### config.mk
export PLATFORM = sky130hd
export DESIGN_NAME = rx_dest_filter
export DESIGN_NICKNAME = d
export VERILOG_FILES = /design/src/rtl/rx_dest_filter_pkg.sv /design/src/rtl/dest_crc_engine.sv /design/src/rtl/dest_filter_regs.sv /design/src/rtl/dest_match_decide.sv /design/src/rtl/rx_dest_filter.sv
export SDC_FILE = /design/constraint.sdc
export NUM_CORES = 1
export LEC_CHECK = 0
export BUFFER_PORTS_ARGS = -buffer_cell sky130_fd_sc_hd__buf_2
export CORE_ASPECT_RATIO = 1.25
export CORE_UTILIZATION = 39
export CTS_BUF_LIST = sky130_fd_sc_hd__clkbuf_4
export CTS_CLUSTER_DIAMETER = 80
export CTS_CLUSTER_SIZE = 12
export DETAILED_ROUTE_END_ITERATION = 12
export PLACE_DENSITY = 0.6
export REMOVE_ABC_BUFFERS = 1
export SYNTH_ARGS = -nofsm -noshare
export SYNTH_HDL_FRONTEND = slang
export SYNTH_SLANG_ARGS = --single-unit
### constraint.sdc
create_clock -name clk -period 3.2 [get_ports clk]
set_input_delay 0.64 -clock clk [delete_from_list [all_inputs] [get_ports clk]]
set_output_delay 0.64 -clock clk [all_outputs]
set_load 0.01 [all_outputs]
### src/rtl/rx_dest_filter_pkg.sv
package rx_dest_filter_pkg;

    localparam int BYTE_W     = 8;
    localparam int ADDR_BYTES = 6;
    localparam int ADDR_W     = BYTE_W * ADDR_BYTES;
    localparam int CRC_W      = 32;
    localparam int HASH_W     = 6;
    localparam logic [CRC_W-1:0] CRC_POLY = 32'h04C1_1DB7;
    localparam logic [CRC_W-1:0] CRC_SEED = '1;

    typedef enum logic [1:0] {
        FILT_NORMAL  = 2'b00,
        FILT_ALLMC   = 2'b01,
        FILT_PROMIS  = 2'b10,
        FILT_PROMIS2 = 2'b11
    } filt_mode_e;

    typedef struct packed {
        logic [ADDR_W-1:0] dest;
        logic [HASH_W-1:0] hash;
        logic              done;
    } dest_info_t;

    // Fold one byte into the running checksum, least significant bit first.
    function automatic logic [CRC_W-1:0] crc_fold_byte(
        input logic [CRC_W-1:0]  c_in,
        input logic [BYTE_W-1:0] d
    );
        logic [CRC_W-1:0] c;
        logic             fb;
        c = c_in;
        for (int i = 0; i < BYTE_W; i++) begin
            fb = c[CRC_W-1] ^ d[i];
            c  = {c[CRC_W-2:0], 1'b0};
            if (fb) c = c ^ CRC_POLY;
        end
        return c;
    endfunction

endpackage

### src/rtl/dest_crc_engine.sv
module dest_crc_engine
    import rx_dest_filter_pkg::*;
(
    input  logic              clk,
    input  logic              rst,
    input  logic              frame_start,
    input  logic              byte_valid,
    input  logic [BYTE_W-1:0] byte_data,
    output dest_info_t        info
);
    localparam int CNT_W = $clog2(ADDR_BYTES + 1);
    localparam logic [CNT_W-1:0] LAST_IDX = CNT_W'(ADDR_BYTES - 1);

    logic [CRC_W-1:0]  crc_q;
    logic [ADDR_W-1:0] dest_q;
    logic [CNT_W-1:0]  cnt_q;
    logic              done_q;
    logic              take;

    assign take = byte_valid && !frame_start && (cnt_q <= LAST_IDX);

    always_ff @(posedge clk) begin
        if (rst) begin
            crc_q  <= CRC_SEED;
            dest_q <= '0;
            cnt_q  <= '0;
            done_q <= 1'b0;
        end else begin
            done_q <= 1'b0;
            if (frame_start) begin
                crc_q  <= CRC_SEED;
                dest_q <= '0;
                cnt_q  <= '0;
            end else if (take) begin
                crc_q  <= crc_fold_byte(crc_q, byte_data);
                dest_q <= {dest_q[ADDR_W-BYTE_W-1:0], byte_data};
                cnt_q  <= cnt_q + 1'b1;
                done_q <= (cnt_q == LAST_IDX);
            end
        end
    end

    assign info.dest = dest_q;
    assign info.hash = crc_q[CRC_W-1 -: HASH_W];
    assign info.done = done_q;

endmodule

### src/rtl/dest_filter_regs.sv
module dest_filter_regs
    import rx_dest_filter_pkg::*;
#(
    parameter int REG_W     = 16,
    parameter int HASH_REGS = 4,
    parameter int CFG_AW    = 3
) (
    input  logic                       clk,
    input  logic                       rst,
    input  logic                       cfg_we,
    input  logic [CFG_AW-1:0]          cfg_addr,
    input  logic [REG_W-1:0]           cfg_wdata,
    output logic [HASH_REGS*REG_W-1:0] table_bits,
    output logic [ADDR_W-1:0]          station
);
    localparam int STA_REGS = ADDR_W / REG_W;

    // Hash words: flat bit p lands in word p/REG_W, bit p%REG_W, which
    // places odd table bytes in the upper half of each word.
    for (genvar g = 0; g < HASH_REGS; g++) begin : g_hash
        logic [REG_W-1:0] word_q;
        always_ff @(posedge clk) begin
            if (rst)
                word_q <= '0;
            else if (cfg_we && cfg_addr == CFG_AW'(g))
                word_q <= cfg_wdata;
        end
        assign table_bits[g*REG_W +: REG_W] = word_q;
    end

    // Station words: earlier address byte in the upper half.
    for (genvar s = 0; s < STA_REGS; s++) begin : g_sta
        logic [REG_W-1:0] word_q;
        always_ff @(posedge clk) begin
            if (rst)
                word_q <= '0;
            else if (cfg_we && cfg_addr == CFG_AW'(HASH_REGS + s))
                word_q <= cfg_wdata;
        end
        assign station[ADDR_W-1-s*REG_W -: REG_W] = word_q;
    end

endmodule

### src/rtl/dest_match_decide.sv
module dest_match_decide
    import rx_dest_filter_pkg::*;
#(
    parameter int TBL_BITS = 64
) (
    input  dest_info_t          info,
    input  logic [TBL_BITS-1:0] table_bits,
    input  logic [ADDR_W-1:0]   station,
    input  filt_mode_e          mode,
    output logic                accept_valid,
    output logic                accept
);
    logic group, bcast, exact, hash_hit, keep;

    always_comb begin
        group    = info.dest[ADDR_W-BYTE_W];
        bcast    = &info.dest;
        exact    = (info.dest == station);
        hash_hit = table_bits[info.hash];
        unique case (mode)
            FILT_PROMIS, FILT_PROMIS2: keep = 1'b1;
            FILT_ALLMC:                keep = bcast | exact | group;
            default:                   keep = bcast | exact | (group & hash_hit);
        endcase
    end

    assign accept_valid = info.done;
    assign accept       = info.done & keep;

endmodule

### src/rtl/rx_dest_filter.sv
module rx_dest_filter
    import rx_dest_filter_pkg::*;
#(
    parameter int REG_W     = 16,
    parameter int HASH_REGS = 4,
    parameter int CFG_AW    = 3
) (
    input  logic              clk,
    input  logic              rst,
    input  logic              frame_start,
    input  logic              byte_valid,
    input  logic [7:0]        byte_data,
    input  logic [1:0]        mode,
    input  logic              cfg_we,
    input  logic [CFG_AW-1:0] cfg_addr,
    input  logic [REG_W-1:0]  cfg_wdata,
    output logic              accept_valid,
    output logic              accept
);
    localparam int TBL_BITS = HASH_REGS * REG_W;

    dest_info_t           info;
    logic [TBL_BITS-1:0]  table_bits;
    logic [ADDR_W-1:0]    station;

    dest_crc_engine u_crc (
        .clk         (clk),
        .rst         (rst),
        .frame_start (frame_start),
        .byte_valid  (byte_valid),
        .byte_data   (byte_data),
        .info        (info)
    );

    dest_filter_regs #(
        .REG_W     (REG_W),
        .HASH_REGS (HASH_REGS),
        .CFG_AW    (CFG_AW)
    ) u_regs (
        .clk        (clk),
        .rst        (rst),
        .cfg_we     (cfg_we),
        .cfg_addr   (cfg_addr),
        .cfg_wdata  (cfg_wdata),
        .table_bits (table_bits),
        .station    (station)
    );

    dest_match_decide #(
        .TBL_BITS (TBL_BITS)
    ) u_decide (
        .info         (info),
        .table_bits   (table_bits),
        .station      (station),
        .mode         (filt_mode_e'(mode)),
        .accept_valid (accept_valid),
        .accept       (accept)
    );

endmodule

==> results.cfg, run 1 <==
[global_routing]
grt_pass1_wl_mm = 36.2
grt_use_total_pct = 20.7
grt-ovfl-total = 0
first_global_vias = 6435
antenna_found_initial = 1
grt_start_max_net_pins = 68

[clock_network]
cts_tree = done
clk_latency_ps = 600
clockRootBuffer = clkbuf_4
h-tree-depth = 4
clock_sinks = 196
clockBufferDepth = 2
path_clk_slew_ps = 160
cts_made_buffers = 17

[cells_and_area]
num-fill-cells = 2236
final_nets = 1078
final_area_um2 = 9600
syn_to_final_growth_pct = 8.98
stdcell_count = 1339
fin_util_pct = 43.2
drive_above_1_share_pct = 12.1

[timing]
rsz0062_at_grt = true
setup_viol = 1
finalWorstSetupSlack_ps = -241
holdWs_ps = 328
max_freq_ghz = 0.291
drv_slew = 0
skew_ps = 35.5
finalCritPeriodShare_pct = 108
max_slew_margin_pct = 27.6
finalHoldViolCount = 0
worst-slew-pin-transition_ps = 1090
finalCriticalPeriod_ps = 3440

[placement]
placedCellCount = 1303
hpwlAfterDp_mm = 15.6
port_buffers = 35
place_ws_ps = -13.5
routabilityCongestion = 0.820
dpl_cell_area_um2 = 9250

[die]
start_util_pct = 39.7
core_um2 = 22200
io_pins = 36
die_w_um = 136
die_h_um = 170
rows = 61
die_area_um2 = 23200

[critical_path]
crit_path_frequent_cell = mux4_2
critPathBufInv = 2
worstSetupPathType = reg2out
cp_max_fo = 8
cp_slowest_stage_delay_ps = 500
slowest_stage = mux4_2
endpoint_kind = output port
crit_family = multiplexers
required_ps = 2560
start_kind = flip-flop
critPathArrivalTime_ps = 2800
crit_path_cell_trace = buf_12 -> mux4_2 -> mux2i_1 -> mux4_2 -> nor2b_4 -> o31ai_4 -> a31oi_4 -> buf_6

[power_and_ir_drop]
powerDensity_nw_per_um2 = 495
p_leak_nw = 3.21
vdd_ir_drop_max_v = 0.000307

[flow_run]
cap_viol_max_count = 0

[synthesis]
synth_area_per_cell_um2 = 8.56
syn_area_um2 = 8810
synth_top_area_share_pct = 44.5
synth_top_cell_by_area = dfxtp_1
synth_area_leaders = dfxtp_1, nand2_1, a21oi_1
synth_warnings = 0
synth-seq-cells = 196
synth.distinct_cells = 35
yosysSeqAreaShare_pct = 44.5
syn_inst = 1029

[routing]
wl_mm = 22.9
drt-initial-drc-count = 465
antenna_left = 0
drc = 0
vias = 6894
wl_per_cell_um = 17.1
dr.pass1.iters = 5
via_per_inst = 5.15

[hold_path]
min_path_type = in2reg

[status]
failed_checks = setup timing
status = complete, but fails checks
==> worst paths after layout <==
path | start | to | slack (ps) | cells after the start
setup / recovery | u_crc.crc_q[26] | accept | -240 | 8
hold reg to reg | u_regs.g_hash[0].word_q[8] | u_regs.g_hash[0].word_q[8] | 460 | 2
setup reg to reg | u_crc.cnt_q[0] | u_crc.cnt_q[2] | 1020 | 6
hold / removal | frame_start | u_crc.crc_q[27] | 330 | 3
==> report_power, final <==
group,switching [W],internal (W)
sequential,0.0000553,0.00251
clock,0.000936,0.000423
combinational,0.000462,0.000364
total,0.00145,0.00330
==> cell usage in the layout (no fill, tap or decap), types with 2 or more instances in the layout <==
master        n
xnor2_2       9
buf_12        5
nor2_1       10
nor2b_1       3
nand2b_1      3
nand4_1      24
xor2_1       16
nand3_1       8
buf_2        33
inv_1         4
dfxtp_1     194
nor3_1        2
buf_4        15
nand2_1     357
inv_6         4
xnor2_1      88
clkinvlp_4    3
inv_8         3
mux4_1        2
xor2_2        2
a31oi_1       3
clkbuf_4     17
a21oi_1     161
nor4_1        6
xnor2_4       7
o211ai_1     31
clkinv_8      2
mux4_2       15
ha_1          2
mux2i_1       9
==> routing by layer <==
metal,GRT usage (%),wire [um]
met1,27.6,10500
met2,34.9,11500
met3,2.74,800
met4,5.07,197
met5,0,0
==> Yosys cell counts, drive strengths merged <==
library cell,count
a211oi,1
nand2,358
mux2i,9
a21oi,161
nand4,24
xor2,18
nor2b,4
xnor2,104
o31ai,1
and3,1
clkbuf,49
nand3,8
o211a,1
or3,1
nand2b,3
o211ai,31
nor4,6
dfxtp,196
nor3,2
nor2,11
or2,1
inv,4
buf,11
mux4,17
a31oi,4
ha,2
and2,1
==> cell type report <==
| class | instances | area, um^2 | area share, % |
|---|---|---|---|
| Clock inverter | 15 | 168 | 1.75 |
| Sequential cell | 196 | 3930 | 40.9 |
| Timing Repair Buffer | 54 | 389 | 4.05 |
| Tap cell | 283 | 354 | 3.69 |
| Multi-Input combinational cell | 769 | 4620 | 48.1 |
| Clock buffer | 17 | 128 | 1.33 |
| Inverter | 4 | 15.0 | 0.156 |
| Antenna cell | 1 | 2.50 | 0.0261 |
==> kinds of logic after synthesis <==
group	share of synthesized area, %
and+or+nand+nor	19.2
xor gates and xnor gates	14.6
AOI/OAI and AO/OA	12.4
muxes	5.75
DFF	44.5
buffers and inverters	3.31
adders and majority gates	0.284
==> through the flow <==
stage / TNS, ps / total power [W]
after floorplan: 0 / 0.00318
after global placement: 0 / 0.00343
after detailed placement: -13.5 / 0.00343
after CTS: -314 / 0.00481
final: -241 / 0.00475
after global routing: -375 / 0.00496
==> worst min-delay path, cell delays in order <==
cell	delay [ps]
buf_2	110
nor2_2	50
o211ai_1	70
==> flip-flops by register name, indices dropped and copies added, names as in the netlist <==
signal	count
u_regs.g_hash.word_q	64
u_crc.dest_q	48
u_regs.g_sta.word_q	48
u_crc.crc_q	32
u_crc.cnt_q	3
u_crc.done_q	1
==> repair_timing <==
action	in CTS	in global routing
pin swaps	1	2
setup buffers	4	0
setup endpoints to repair	1	1
hold buffers	0	0
resized for setup	12	6
gates cloned	1	0
(Power assumes the default switching activity.)
==> run 2: changes to the inputs <==
Settings changed: CORE_ASPECT_RATIO 1.25 to 1.2, SETUP_SLACK_MARGIN set to 0.2.
==> run 2 against run 1 <==
  * The run ends with DRC, setup timing left
  * Register-to-register slack better by 50 ps
  * Maximum frequency fell by 0.73%
  * Non-clock buffer count grew 9
  * Clock skew is 10 ps lower
  * Core utilization rose by 0.72 points
  * Clock power hardly changed
  * Clock-buffer cell count increased by 1
  * Wire length is 1.1% higher
  * Via count rose by 1.9%
  * Sequential cell count unchanged
  * Largest cell class unchanged
==> results.cfg, run 2 (synthesized netlist as in run 1, its figures left out) <==
[placement]
port_buffers = 35
place_ws_ps = 138
routabilityCongestion = 0.812
hpwlAfterDp_mm = 15.5

[power_and_ir_drop]
vdd_ir_drop_max_v = 0.000203
powerDensity_nw_per_um2 = 491
p_leak_nw = 3.22
power_w = 0.00473

[cells_and_area]
largest_reg_flops = 64
final_cell_mix = nand2_1, dfxtp_1, a21oi_1, xnor2_1, buf_2
largest_register = u_regs.g_hash.word_q
drive_above_1_share_pct = 12.8
largestRegisters = u_regs.g_hash.word_q: 64 flops, u_crc.dest_q: 48 flops, u_regs.g_sta.word_q: 48 flops
layout_commonest_cell = nand2_1
num-fill-cells = 2176
syn_to_final_growth_pct = 9.36
final_nets = 1087

[timing]
finalWorstSetupSlack_ps = -266
finalHoldViolCount = 0
setup_viol = 1
skew_ps = 25.3
drv_slew = 0
worst-slew-pin-transition_ps = 1060
rsz0062_at_grt = true
max_freq_ghz = 0.288
finalCritPeriodShare_pct = 108
finalCriticalPeriod_ps = 3470
max_slew_margin_pct = 29.4
holdWs_ps = 304

[global_routing]
first_global_vias = 6633
grt_start_max_net_pins = 113
grt-ovfl-total = 0
grt_use_total_pct = 20.7
grt_pass1_wl_mm = 37.0
antenna_found_initial = 1

[die]
core_um2 = 21900
die_w_um = 139
die_area_um2 = 23200
die_h_um = 167
start_util_pct = 40.2
io_pins = 36
rows = 59

[clock_network]
path_clk_slew_ps = 180
clock_sinks = 196
clockBufferDepth = 2
clockRootBuffer = clkbuf_4
cts_made_buffers = 17
cts_tree = done
clk_latency_ps = 610
h-tree-depth = 4

[critical_path]
critPathBufInv = 3
crit_path_frequent_cell = mux4_2
required_ps = 2560
rrSetupSlack_ps = 1070
crit_start = u_crc.crc_q[26]
reg2reg_to = u_crc.cnt_q[2]
endpoint_kind = output port
start_kind = flip-flop
r2r_cells = 6
slowest_stage = mux4_2
worstSetupPathType = reg2out
critical_path_depth = 9
endpoint = accept
r2r-start = u_crc.cnt_q[0]
crit_family = multiplexers
cp_max_fo = 5
cp_slowest_stage_delay_ps = 530
crit_path_cell_trace = buf_12 -> mux4_2 -> mux2i_2 -> mux4_2 -> nor2b_1 -> o31ai_2 -> buf_4 -> a31oi_4 -> buf_6
critPathArrivalTime_ps = 2830

[routing]
via_per_inst = 5.24
drc = 2
antenna_left = 0
wl_mm = 23.2
dr.pass1.iters = 9
vias = 7023
wl_per_cell_um = 17.3
drt-initial-drc-count = 618

[status]
status = complete, but fails checks
failed_checks = DRC, setup timing

[hold_path]
min_path_type = in2reg

[flow_run]
cap_viol_max_count = 0
-- run 2: cell types whose count changed in the layout (fill, tap and decap cells not counted), sizes merged --
cell      previous run  this run
buf                 54        63
clkinv               4         2
clkinvlp             3         4
clkbuf              17        18
-- run 2: area by class of cell --
class                           instances  area, um^2  area share (%)
Antenna cell                            1        2.50          0.0260
Clock buffer                           18         135            1.40
Clock inverter                         14         141            1.47
Inverter                                4        15.0           0.156
Multi-Input combinational cell        769        4610            47.8
Sequential cell                       196        3930            40.8
Tap cell                              274         343            3.56
Timing Repair Buffer                   63         463            4.81
-- run 2: per-layer routing --
metal / track usage [%] / part of all wire, % / vias up
li1: - / - / 3484
met1: 28.4 / 47 / 3362
met2: 33.8 / 48 / 157
met3: 2.50 / 3.6 / 20
met4: 7.00 / 1.8 / 0
met5: 0 / 0 / -
-- run 2: worst min path at each step --
| stage | startpoint | end | cells past startpoint |
|---|---|---|---|
| 2_1_floorplan | u_crc.cnt_q[2] | u_crc.done_q | 2 |
| 3_3_place_gp | u_regs.g_hash[3].word_q[14] | u_regs.g_hash[3].word_q[14] | 2 |
| 3_5_place_dp | u_regs.g_hash[0].word_q[4] | u_regs.g_hash[0].word_q[4] | 2 |
| 4_1_cts | byte_valid | u_crc.done_q | 3 |
| 5_1_grt | byte_valid | u_crc.done_q | 3 |
| 6_report | byte_data[7] | u_crc.dest_q[7] | 3 |
-- run 2: what timing repair did --
| item | 4_1_cts | 5_1_grt |
|---|---|---|
| gates cloned | 1 | 0 |
| pin swaps | 3 | 2 |
| hold buffers | 0 | 0 |
| setup buffers | 6 | 2 |
| setup endpoints to repair | 1 | 1 |
| gates resized for setup | 15 | 4 |
-- run 2: worst min-delay path, cell delays in order --
cell	delay, ps
buf_2	130
nand2_1	60
a21oi_1	50
-- run 2: report_power, final --
group          switching, W  total [W]  internal [W]  leakage [nW]
clock              0.000913    0.00133      0.000417         0.140
combinational      0.000463   0.000837      0.000373          1.49
sequential        0.0000554    0.00256       0.00251          1.59
-- run 2: per-stage QoR --
stage                     cell area [um^2]  utilization [%]  setup TNS, ps  instances
after floorplan                       8530                -              0        969
after global placement                9250             42.2              0       1297
after detailed placement              9250             42.2              0       1297
after CTS                             9610             43.8           -311       1336
after global routing                  9630             43.9           -429       1339
final                                 9630             43.9           -266       1339
